`src/rtl/pll_search_pkg.sv`:
```
package pll_search_pkg;

    localparam logic [31:0] OUT_MIN_KHZ = 32'd800000;
    localparam logic [31:0] OUT_MAX_KHZ = 32'd1600000;
    localparam int          DIV_MAX     = 7;
    localparam int          MUL_MIN     = 8;
    localparam int          MUL_MAX     = 200;
    localparam int          CP_BASE     = 6;
    localparam int          CP_ENTRIES  = 19;
    localparam int          CP_FIRST    = 48;
    localparam int          CP_STEP     = 8;
    localparam int          CP_W        = 5;
    localparam int          DIV_W       = 3;
    localparam int          MUL_W       = 8;

    typedef enum logic [2:0] {
        S_IDLE,
        S_MREQ,
        S_MWAIT,
        S_FREQ,
        S_FWAIT,
        S_FIN
    } search_state_e;

    function automatic logic out_of_range(input logic [31:0] req, input logic [31:0] refk);
        return (req < OUT_MIN_KHZ) || (req > OUT_MAX_KHZ) || (refk == 32'd0);
    endfunction

endpackage

```
`src/rtl/pll_div_seq.sv`:
```
module pll_div_seq #(
    parameter int W = 40
) (
    input  logic         clk,
    input  logic         rst,
    input  logic         start,
    input  logic [W-1:0] num,
    input  logic [W-1:0] den,
    output logic         busy,
    output logic         done,
    output logic [W-1:0] quot
);
    localparam int CNT_W = $clog2(W + 1);

    logic [W-1:0]     rem_q;
    logic [W-1:0]     quo_q;
    logic [W-1:0]     den_q;
    logic [CNT_W-1:0] cnt_q;
    logic             busy_q;
    logic             done_q;
    logic [W:0]       trial;
    logic             fits;

    assign trial = {rem_q, quo_q[W-1]};
    assign fits  = trial >= {1'b0, den_q};

    always_ff @(posedge clk) begin
        if (rst) begin
            rem_q  <= '0;
            quo_q  <= '0;
            den_q  <= '0;
            cnt_q  <= '0;
            busy_q <= 1'b0;
            done_q <= 1'b0;
        end else begin
            done_q <= 1'b0;
            if (start && !busy_q) begin
                rem_q  <= '0;
                quo_q  <= num;
                den_q  <= den;
                cnt_q  <= CNT_W'(W);
                busy_q <= 1'b1;
            end else if (busy_q) begin
                rem_q <= fits ? W'(trial - {1'b0, den_q}) : trial[W-1:0];
                quo_q <= {quo_q[W-2:0], fits};
                cnt_q <= cnt_q - CNT_W'(1);
                if (cnt_q == CNT_W'(1)) begin
                    busy_q <= 1'b0;
                    done_q <= 1'b1;
                end
            end
        end
    end

    assign busy = busy_q;
    assign done = done_q;
    assign quot = quo_q;
endmodule

```
`src/rtl/pll_cp_lookup.sv`:
```
module pll_cp_lookup
    import pll_search_pkg::*;
#(
    parameter int NW = MUL_W
) (
    input  logic [NW-1:0]   mul,
    output logic [CP_W-1:0] code
);
    logic [CP_ENTRIES-1:0] above;

    generate
        for (genvar k = 0; k < CP_ENTRIES; k++) begin : g_thr
            assign above[k] = mul > NW'(CP_FIRST + CP_STEP * k);
        end
    endgenerate

    always_comb begin
        code = CP_W'(CP_BASE);
        for (int k = 0; k < CP_ENTRIES; k++) begin
            code = code + CP_W'(above[k]);
        end
    end
endmodule

```
`src/rtl/pll_divsearch.sv`:
```
module pll_divsearch
    import pll_search_pkg::*;
#(
    parameter int FREQ_W = 32,
    parameter int CALC_W = 40
) (
    input  logic              clk,
    input  logic              rst,
    input  logic              start,
    input  logic [FREQ_W-1:0] ref_khz,
    input  logic [FREQ_W-1:0] req_khz,
    output logic              done,
    output logic              valid,
    output logic [DIV_W-1:0]  idf,
    output logic [MUL_W-1:0]  ndiv,
    output logic [CP_W-1:0]   cp,
    output logic [CALC_W-1:0] rate_hz
);
    search_state_e     st_q;
    logic [FREQ_W-1:0] ref_q;
    logic [FREQ_W-1:0] req_q;
    logic [DIV_W-1:0]  d_q;
    logic [MUL_W-1:0]  m_q;
    logic [CALC_W-1:0] best_err_q;
    logic [DIV_W-1:0]  best_d_q;
    logic [MUL_W-1:0]  best_m_q;
    logic [CALC_W-1:0] best_f_q;

    logic              done_q;
    logic              valid_q;
    logic [DIV_W-1:0]  idf_q;
    logic [MUL_W-1:0]  ndiv_q;
    logic [CP_W-1:0]   cp_q;
    logic [CALC_W-1:0] rate_q;

    logic [CALC_W-1:0] ref_ext;
    logic [CALC_W-1:0] req_ext;
    logic [CALC_W-1:0] div_num;
    logic [CALC_W-1:0] div_den;
    logic              div_start;
    logic              div_busy;
    logic              div_done;
    logic [CALC_W-1:0] div_quot;
    logic [CALC_W-1:0] err;
    logic              keep;
    logic              last_d;
    logic              found;
    logic [CP_W-1:0]   cp_code;

    assign ref_ext   = CALC_W'(ref_q);
    assign req_ext   = CALC_W'(req_q);
    assign div_start = (st_q == S_MREQ) || (st_q == S_FREQ);
    assign div_num   = (st_q == S_MREQ) ? CALC_W'(d_q) * req_ext
                                        : CALC_W'(2) * ref_ext * CALC_W'(m_q);
    assign div_den   = (st_q == S_MREQ) ? CALC_W'(2) * ref_ext : CALC_W'(d_q);

    assign err    = (div_quot >= req_ext) ? div_quot - req_ext : req_ext - div_quot;
    assign keep   = (err == '0) || (err < best_err_q);
    assign last_d = d_q == DIV_W'(DIV_MAX);
    assign found  = best_err_q != '1;

    pll_div_seq #(.W(CALC_W)) u_div (
        .clk   (clk),
        .rst   (rst),
        .start (div_start),
        .num   (div_num),
        .den   (div_den),
        .busy  (div_busy),
        .done  (div_done),
        .quot  (div_quot)
    );

    pll_cp_lookup #(.NW(MUL_W)) u_cp (
        .mul  (best_m_q),
        .code (cp_code)
    );

    always_ff @(posedge clk) begin
        if (rst) begin
            st_q       <= S_IDLE;
            ref_q      <= '0;
            req_q      <= '0;
            d_q        <= '0;
            m_q        <= '0;
            best_err_q <= '1;
            best_d_q   <= '0;
            best_m_q   <= '0;
            best_f_q   <= '0;
            done_q     <= 1'b0;
            valid_q    <= 1'b0;
            idf_q      <= '0;
            ndiv_q     <= '0;
            cp_q       <= '0;
            rate_q     <= '0;
        end else begin
            done_q <= 1'b0;
            unique case (st_q)
                S_IDLE: begin
                    if (start) begin
                        ref_q      <= ref_khz;
                        req_q      <= req_khz;
                        d_q        <= DIV_W'(1);
                        best_err_q <= '1;
                        best_d_q   <= '0;
                        best_m_q   <= '0;
                        best_f_q   <= '0;
                        st_q       <= out_of_range(req_khz, ref_khz) ? S_FIN : S_MREQ;
                    end
                end
                S_MREQ: st_q <= S_MWAIT;
                S_MWAIT: begin
                    if (div_done) begin
                        if (div_quot < CALC_W'(MUL_MIN)) begin
                            if (last_d) begin
                                st_q <= S_FIN;
                            end else begin
                                d_q  <= d_q + DIV_W'(1);
                                st_q <= S_MREQ;
                            end
                        end else if (div_quot > CALC_W'(MUL_MAX)) begin
                            st_q <= S_FIN;
                        end else begin
                            m_q  <= div_quot[MUL_W-1:0];
                            st_q <= S_FREQ;
                        end
                    end
                end
                S_FREQ: st_q <= S_FWAIT;
                S_FWAIT: begin
                    if (div_done) begin
                        if (keep) begin
                            best_err_q <= err;
                            best_d_q   <= d_q;
                            best_m_q   <= m_q;
                            best_f_q   <= div_quot;
                        end
                        if ((keep && err == '0) || last_d) begin
                            st_q <= S_FIN;
                        end else begin
                            d_q  <= d_q + DIV_W'(1);
                            st_q <= S_MREQ;
                        end
                    end
                end
                S_FIN: begin
                    done_q  <= 1'b1;
                    valid_q <= found;
                    idf_q   <= found ? best_d_q : '0;
                    ndiv_q  <= found ? best_m_q : '0;
                    cp_q    <= found ? cp_code : '0;
                    rate_q  <= found ? best_f_q * CALC_W'(1000) : '0;
                    st_q    <= S_IDLE;
                end
                default: st_q <= S_IDLE;
            endcase
        end
    end

    assign done    = done_q;
    assign valid   = valid_q;
    assign idf     = idf_q;
    assign ndiv    = ndiv_q;
    assign cp      = cp_q;
    assign rate_hz = rate_q;

    logic unused_busy;
    assign unused_busy = div_busy;
endmodule

```
`config.mk`:
```
export PLATFORM = sky130hd
export DESIGN_NAME = pll_divsearch
export DESIGN_NICKNAME = d
export VERILOG_FILES = /design/src/rtl/pll_search_pkg.sv /design/src/rtl/pll_div_seq.sv /design/src/rtl/pll_cp_lookup.sv /design/src/rtl/pll_divsearch.sv
export SDC_FILE = /design/constraint.sdc
export NUM_CORES = 2
export LEC_CHECK = 0
export BUFFER_PORTS_ARGS = -buffer_cell sky130_fd_sc_hd__buf_4
export CAP_MARGIN = 20
export CORE_UTILIZATION = 40
export DETAILED_ROUTE_END_ITERATION = 6
export SYNTH_ARGS = -nofsm -noshare
export SYNTH_HDL_FRONTEND = slang
export SYNTH_SLANG_ARGS = --single-unit
export TNS_END_PERCENT = 20
```
`constraint.sdc`:
```
create_clock -name clk -period 6 [get_ports clk]
set_clock_uncertainty 0.05 [all_clocks]
set_input_delay 0.6 -clock clk [delete_from_list [all_inputs] [get_ports clk]]
set_output_delay 0.6 -clock clk [all_outputs]
set_load 0.01 [all_outputs]
```
# [Word-level counts from Yosys, hierarchy flattened]
# Cells that the tools add are included.
[word_totals] ff_bits=355
[classes] n_addsub=24 n_mul=3 order_cmp=26 eq_ne=15 mux=49 bitwise=3 reduce_logical=21
[ops] op="$mux W40" count=12
[ops] op="$pmux W40 S2" count=2
[ops] op="$add A5 B1 Y5" count=18
[ops] op="$gt A8 B8 Y1 const B" count=9
[ops] op="$gt A8 B7 Y1 const B" count=8
[ops] op="$mux W3" count=18
[ops] op="$ge A41 B40 Y1" count=1
[ops] op="$ge A40 B32 Y1" count=1
[ops] op="$gt A40 B8 Y1 const B" count=1
[ops] op="$logic_not A40 Y1" count=1
[ops] op="$lt A40 B4 Y1 const B" count=1
[ops] op="$lt A40 B40 Y1" count=1
[ops] op="$mul A40 B7 Y37 const B" count=1
[ops] op="$ne A40 B40 Y1 const B" count=1
[ops] op="$sub A32 B40 Y40" count=1
[ops] op="$sub A40 B32 Y40" count=1
[ops] op="$sub A40 B40 Y40" count=1
[ops] op="$mul A32 B8 Y39" count=1
[ops] op="$mul A3 B32 Y35" count=1
[ops] op="$mux W33" count=1
[ops] op="$gt A32 B21 Y1 const B" count=1
[ops] op="$logic_not A32 Y1" count=1
[ops] op="$lt A32 B20 Y1 const B" count=1
[ops] op="$mux W8" count=4
[ops] op="other kinds (30)" count=53

# [Depth between registers and ports, before layout]
[logic_depth] depth_word=21 ltp_mapped=29 mapped_depth_nobuf=24

# [Cells and area by module]
# From an unflattened synthesis, not the netlist that was laid out.
[hier_totals] hier_cells=4606 area_unflattened_um2=37517.2
[modules_own_cells] module="pll_divsearch" n_inst=1 cells_per_inst=3530 area_per_inst_um2=29102.9 seq_area_each_um2=4424.2
[modules_own_cells] module="pll_div_seq" n_inst=1 cells_per_inst=996 area_per_inst_um2=7727.4 seq_area_each_um2=2562.5
[modules_own_cells] module="pll_cp_lookup" n_inst=1 cells_per_inst=80 area_per_inst_um2=686.9 seq_area_each_um2=0.0

# [Worst setup path after synthesis]
# Ideal clock, no wire load.
[synth_path] kind="reg2reg" startpoint="reg m_q[6]" endpoint="reg u_div.quo_q[39] (netlist: u_div.quot[39])" arrival_ns=5.752 t_required_ns=5.835 slack_ns=0.083 path_stages_with_launch=22 period_less_slack_ns=5.917 cell_sequence="dfxtp_1 > clkbuf_1 > and2_1 > fa_1 > fa_1 > fa_1 > inv_1 > fa_1 > inv_1 > ha_1 > a21o_1 > a221o_1 > a21o_1 > a41o_1 > a2111oi_0 > nor3_1 > nor4_1 > o41a_1 > o21ai_0 > a21oi_1 > nor3_1 > o21a_1"
[synth_between] elab_chain_len=3
[synth_rtl] element="start: declaration" line="pll_divsearch.sv:23" source="logic [MUL_W-1:0] m_q;"
[synth_rtl] element="start signal: assignment" line="pll_divsearch.sv:123" source="m_q <= div_quot[MUL_W-1:0];"
[synth_rtl] element="$mul A32 B8 Y39" line="pll_divsearch.sv:54" source=": CALC_W'(2) * ref_ext * CALC_W'(m_q);"
[synth_rtl] element="$mux W40" line="pll_divsearch.sv:53" source="assign div_num = (st_q == S_MREQ) ? CALC_W'(d_q) * req_ext"
[synth_rtl] element="$mux W40" line="pll_div_seq.sv:37" source="if (start && !busy_q) begin"
[synth_rtl] element="end signal: assignment" line="pll_div_seq.sv:39" source="quo_q <= num;"
[synth_rtl] element="end signal: assignment" line="pll_div_seq.sv:45" source="quo_q <= {quo_q[W-2:0], fits};"
[synth_rtl] element="end: declaration" line="pll_div_seq.sv:16" source="logic [W-1:0] quo_q;"
# Every way passes these cells.
# A chain may end at the register's enable or synchronous reset.

# [Final worst setup path]
[layout_path] startpoint="reg ref_q[4]" endpoint="reg u_div.quo_q[35] (netlist: u_div.quot[35])"
[layout_between] elab_chain_len=3
[layout_rtl] element="start: declaration" line="pll_divsearch.sv:20" source="logic [FREQ_W-1:0] ref_q;"
[layout_rtl] element="start signal: assignment" line="pll_divsearch.sv:100" source="ref_q <= ref_khz;"
[layout_rtl] element="$mul A32 B8 Y39" line="pll_divsearch.sv:54"
[layout_rtl] element="$mux W40" line="pll_divsearch.sv:53"
[layout_rtl] element="$mux W40" line="pll_div_seq.sv:37"
# Every way passes these cells.

==> flow_summary.json <==
{
  "dpl_cell_area_sq_um": 41050,
  "crit_top_cell": "buf_4",
  "core-area_sq_um": 91660,
  "root_buffer": "clkbuf_16",
  "grt_usage_pct": 26.11,
  "via_per_inst": 5.514,
  "worstSetupPathDepth": 22,
  "power-per-cell-area_nw_per_um2": 262.6,
  "die_area_sq_um": 93720,
  "fillCellCount": 9047,
  "synth_top_cells_by_area": "fa_1 (19%), dfxtp_1 (19%), ha_1 (10%), nand2_1 (5.9%), inv_1 (4.9%)",
  "yosysMostFrequentCell": "nand2_1",
  "p_leak_nw": 20.71,
  "clkSinkCount": 342,
  "synth_commonest_cells": "nand2_1 (580), inv_1 (486), fa_1 (349)",
  "avgRoutedWirePerCell_um": 20.17,
  "place_congestion": 0.9876,
  "crit_type": "flop to flop",
  "antenna_found_initial": 1,
  "initial_core_util_pct": 40.37,
  "critPathSlowestCell": "fa_2",
  "ios": 125,
  "ys_types": 85,
  "cts_hold_buf": 0,
  "critPathMaxFanout": 7,
  "min_path_type": "input port to flop",
  "crit_buf_inv": 5,
  "drv_cap": 0,
  "finalNetCount": 5580,
  "cp.arrival_ns": 6.20,
  "crit_required_ns": 6.44,
  "synthArstFlopShare_pct": 0,
  "grt_max_degree": 80,
  "design_area_sq_um": 42840,
  "synth_top_cell_by_area": "fa_1",
  "cpPeakStageDelay_ns": 0.59,
  "avgSynthCellArea_sq_um": 8.037,
  "initialDrtViolationCount": 2587,
  "hold_path_depth": 3,
  "wirelength_um": 122600,
  "holdWs_ns": 0.1797,
  "drv_slew": 0,
  "drtPass1Iterations": 6,
  "syn_inst": 4604,
  "ys_ff_latch": 342,
  "ys.flop_type": "dfxtp_1",
  "grt_pass1_wl_um": 192500,
  "cts_tree": "yes",
  "syn_area_sq_um": 37000,
  "finalCritPeriodShare_pct": 95.98,
  "drc": 0,
  "dp_hpwl_um": 98590,
  "antenna_left": 0,
  "grt_overflow": 0,
  "die_h_um": 306.1,
  "synth_top_area_share_pct": 18.88,
  "rrSetupSlack_ns": 0.24,
  "worst_pin_slew_ns": 1.190,
  "critPathLaunchType": "flop",
  "peakVddDrop_mv": 0.2394,
  "r2r_cells": 22,
  "htree_levels": 2,
  "cts_buffer_depth": 3,
  "drive_gt1_share_pct": 12.70,
  "cts_buffers": 44,
  "crit_path_end_kind": "flop",
  "worst_skew_pair.late_latency_ns": 0.62,
  "finalSetupViolCount": 0,
  "run_status": "finished clean",
  "fmax_ghz": 0.1737,
  "crit_family": "adder cells",
  "std_cell_rows": 111,
  "path_cells": "buf_4 -> and2_1 -> fa_2 -> fa_2 -> fa_1 -> inv_1 -> fa_1 -> inv_1 -> ha_1 -> and3_4 -> a221o_1 -> a21o_1 -> a41o_2 -> a2111oi_4 -> buf_4 -> nor3_2 -> nor4_1 -> o41a_1 -> buf_4 -> xnor2_1 -> a221oi_1 -> nor2_1",
  "period_needed_ns": 5.759,
  "fin_util_pct": 46.74,
  "portBuffers": 121,
  "yosysWarnings": 0,
  "clk_pin_slew_worst_paths_ns": 0.07,
  "synth-edff-count": 0,
  "dieWidth_um": 306.1,
  "grt_pass1_vias": 33280,
  "area_growth_pct": 15.78,
  "ys_seq_area_share_pct": 18.50,
  "slew_headroom_pct": 20.06,
  "setup-tns-final_ns": 0,
  "antenna_cells": 0,
  "via_count": 33500,
  "final_hold_viol_count": 0
}
[where the power goes]
group	total, W	internal, W	switching (W)
registers	0.00257	0.00241	0.000162
clock network	0.00291	0.00174	0.00117
logic	0.00576	0.00233	0.00344
total	0.0112	0.00648	0.00477
[flip-flops by register name (all words and copies together) (netlist names)]
signal	cells
best_err_q	40
u_div.quot	40
u_div.rem_q	40
best_f_q	37
rate_hz	37
u_div.den_q	33
ref_q	32
req_q	32
best_m_q	8
m_q	8
ndiv	8
u_div.cnt_q	6
cp	5
best_d_q	3
d_q	3
idf	3
st_q	3
done	1
u_div.busy	1
u_div.done	1
valid	1
[metal layers]
metal / track usage (%) / up-vias / routed length [um]
li1: - / 16100 / -
met1: 34.05 / 16240 / 53650
met2: 43.08 / 933 / 56360
met3: 3.380 / 221 / 6449
met4: 11.79 / 2 / 6082
met5: 0 / - / 13
[worst min-delay path: stages]
cell,delay (ns)
buf_4,0.11
nand2_1,0.05
a21oi_1,0.05
[metrics by stage]
stage	instances	setup WS, ns	total power (W)
floorplan	4606	0.08307	0.006019
global placement	5992	-0.1318	0.008245
detailed placement	5993	-0.1820	0.008229
CTS	6073	0.03324	0.01120
global route	6075	-0.01729	0.01193
finish	6075	0.2415	0.01125
[cell usage in the layout, fill, tap and decap left out, types with 22 or more instances in the layout]
master,count
a211oi_1,51
a21o_1,110
a21oi_1,345
a22oi_1,47
a31oi_1,30
and2_1,176
and3_1,22
buf_4,438
clkbuf_16,46
dfxtp_1,319
fa_1,347
ha_1,306
inv_1,486
mux2i_1,126
nand2_1,578
nand2b_1,28
nand3_1,95
nand4_1,59
nor2_1,332
nor2b_1,30
nor3_1,58
nor4_1,49
o21a_1,46
o21ai_0,215
or3_1,25
xnor2_1,101
xor2_1,48
[timing repair]
item	in CTS	in global routing
pin swaps	4	17
setup endpoints to repair	7	98
gates resized for setup	4	60
buffers inserted	0	1
cloned	0	1
[cell type report]
type	instances	area (sq um)	area share (%)
clock buffer	56	1207	2.818
clock inverter	24	350.3	0.8178
inverter	487	1829	4.270
multi-input combinational	3525	27500	64.19
sequential	342	6880	16.06
tap	1186	1484	3.464
timing repair buffer	455	3591	8.382
[worst paths after layout]
kind / startpoint / to
max: ref_q[4] / u_div.quot[35]
min: ref_khz[2] / ref_q[2]
max reg2reg: ref_q[4] / u_div.quot[35]
min reg2reg: rate_hz[31] / rate_hz[31]
[logic make-up after synthesis]
kind of cell	after synthesis	share of synthesized area, %
mux	128	3.469
buf+inv	739	7.706
other cells	1	0.01013
fa+ha+maj	658	29.33
compound gates	1061	18.08
simple gates	1526	19.37
flops	342	18.50
xor+xnor	149	3.527
(Power assumes the default switching activity.)
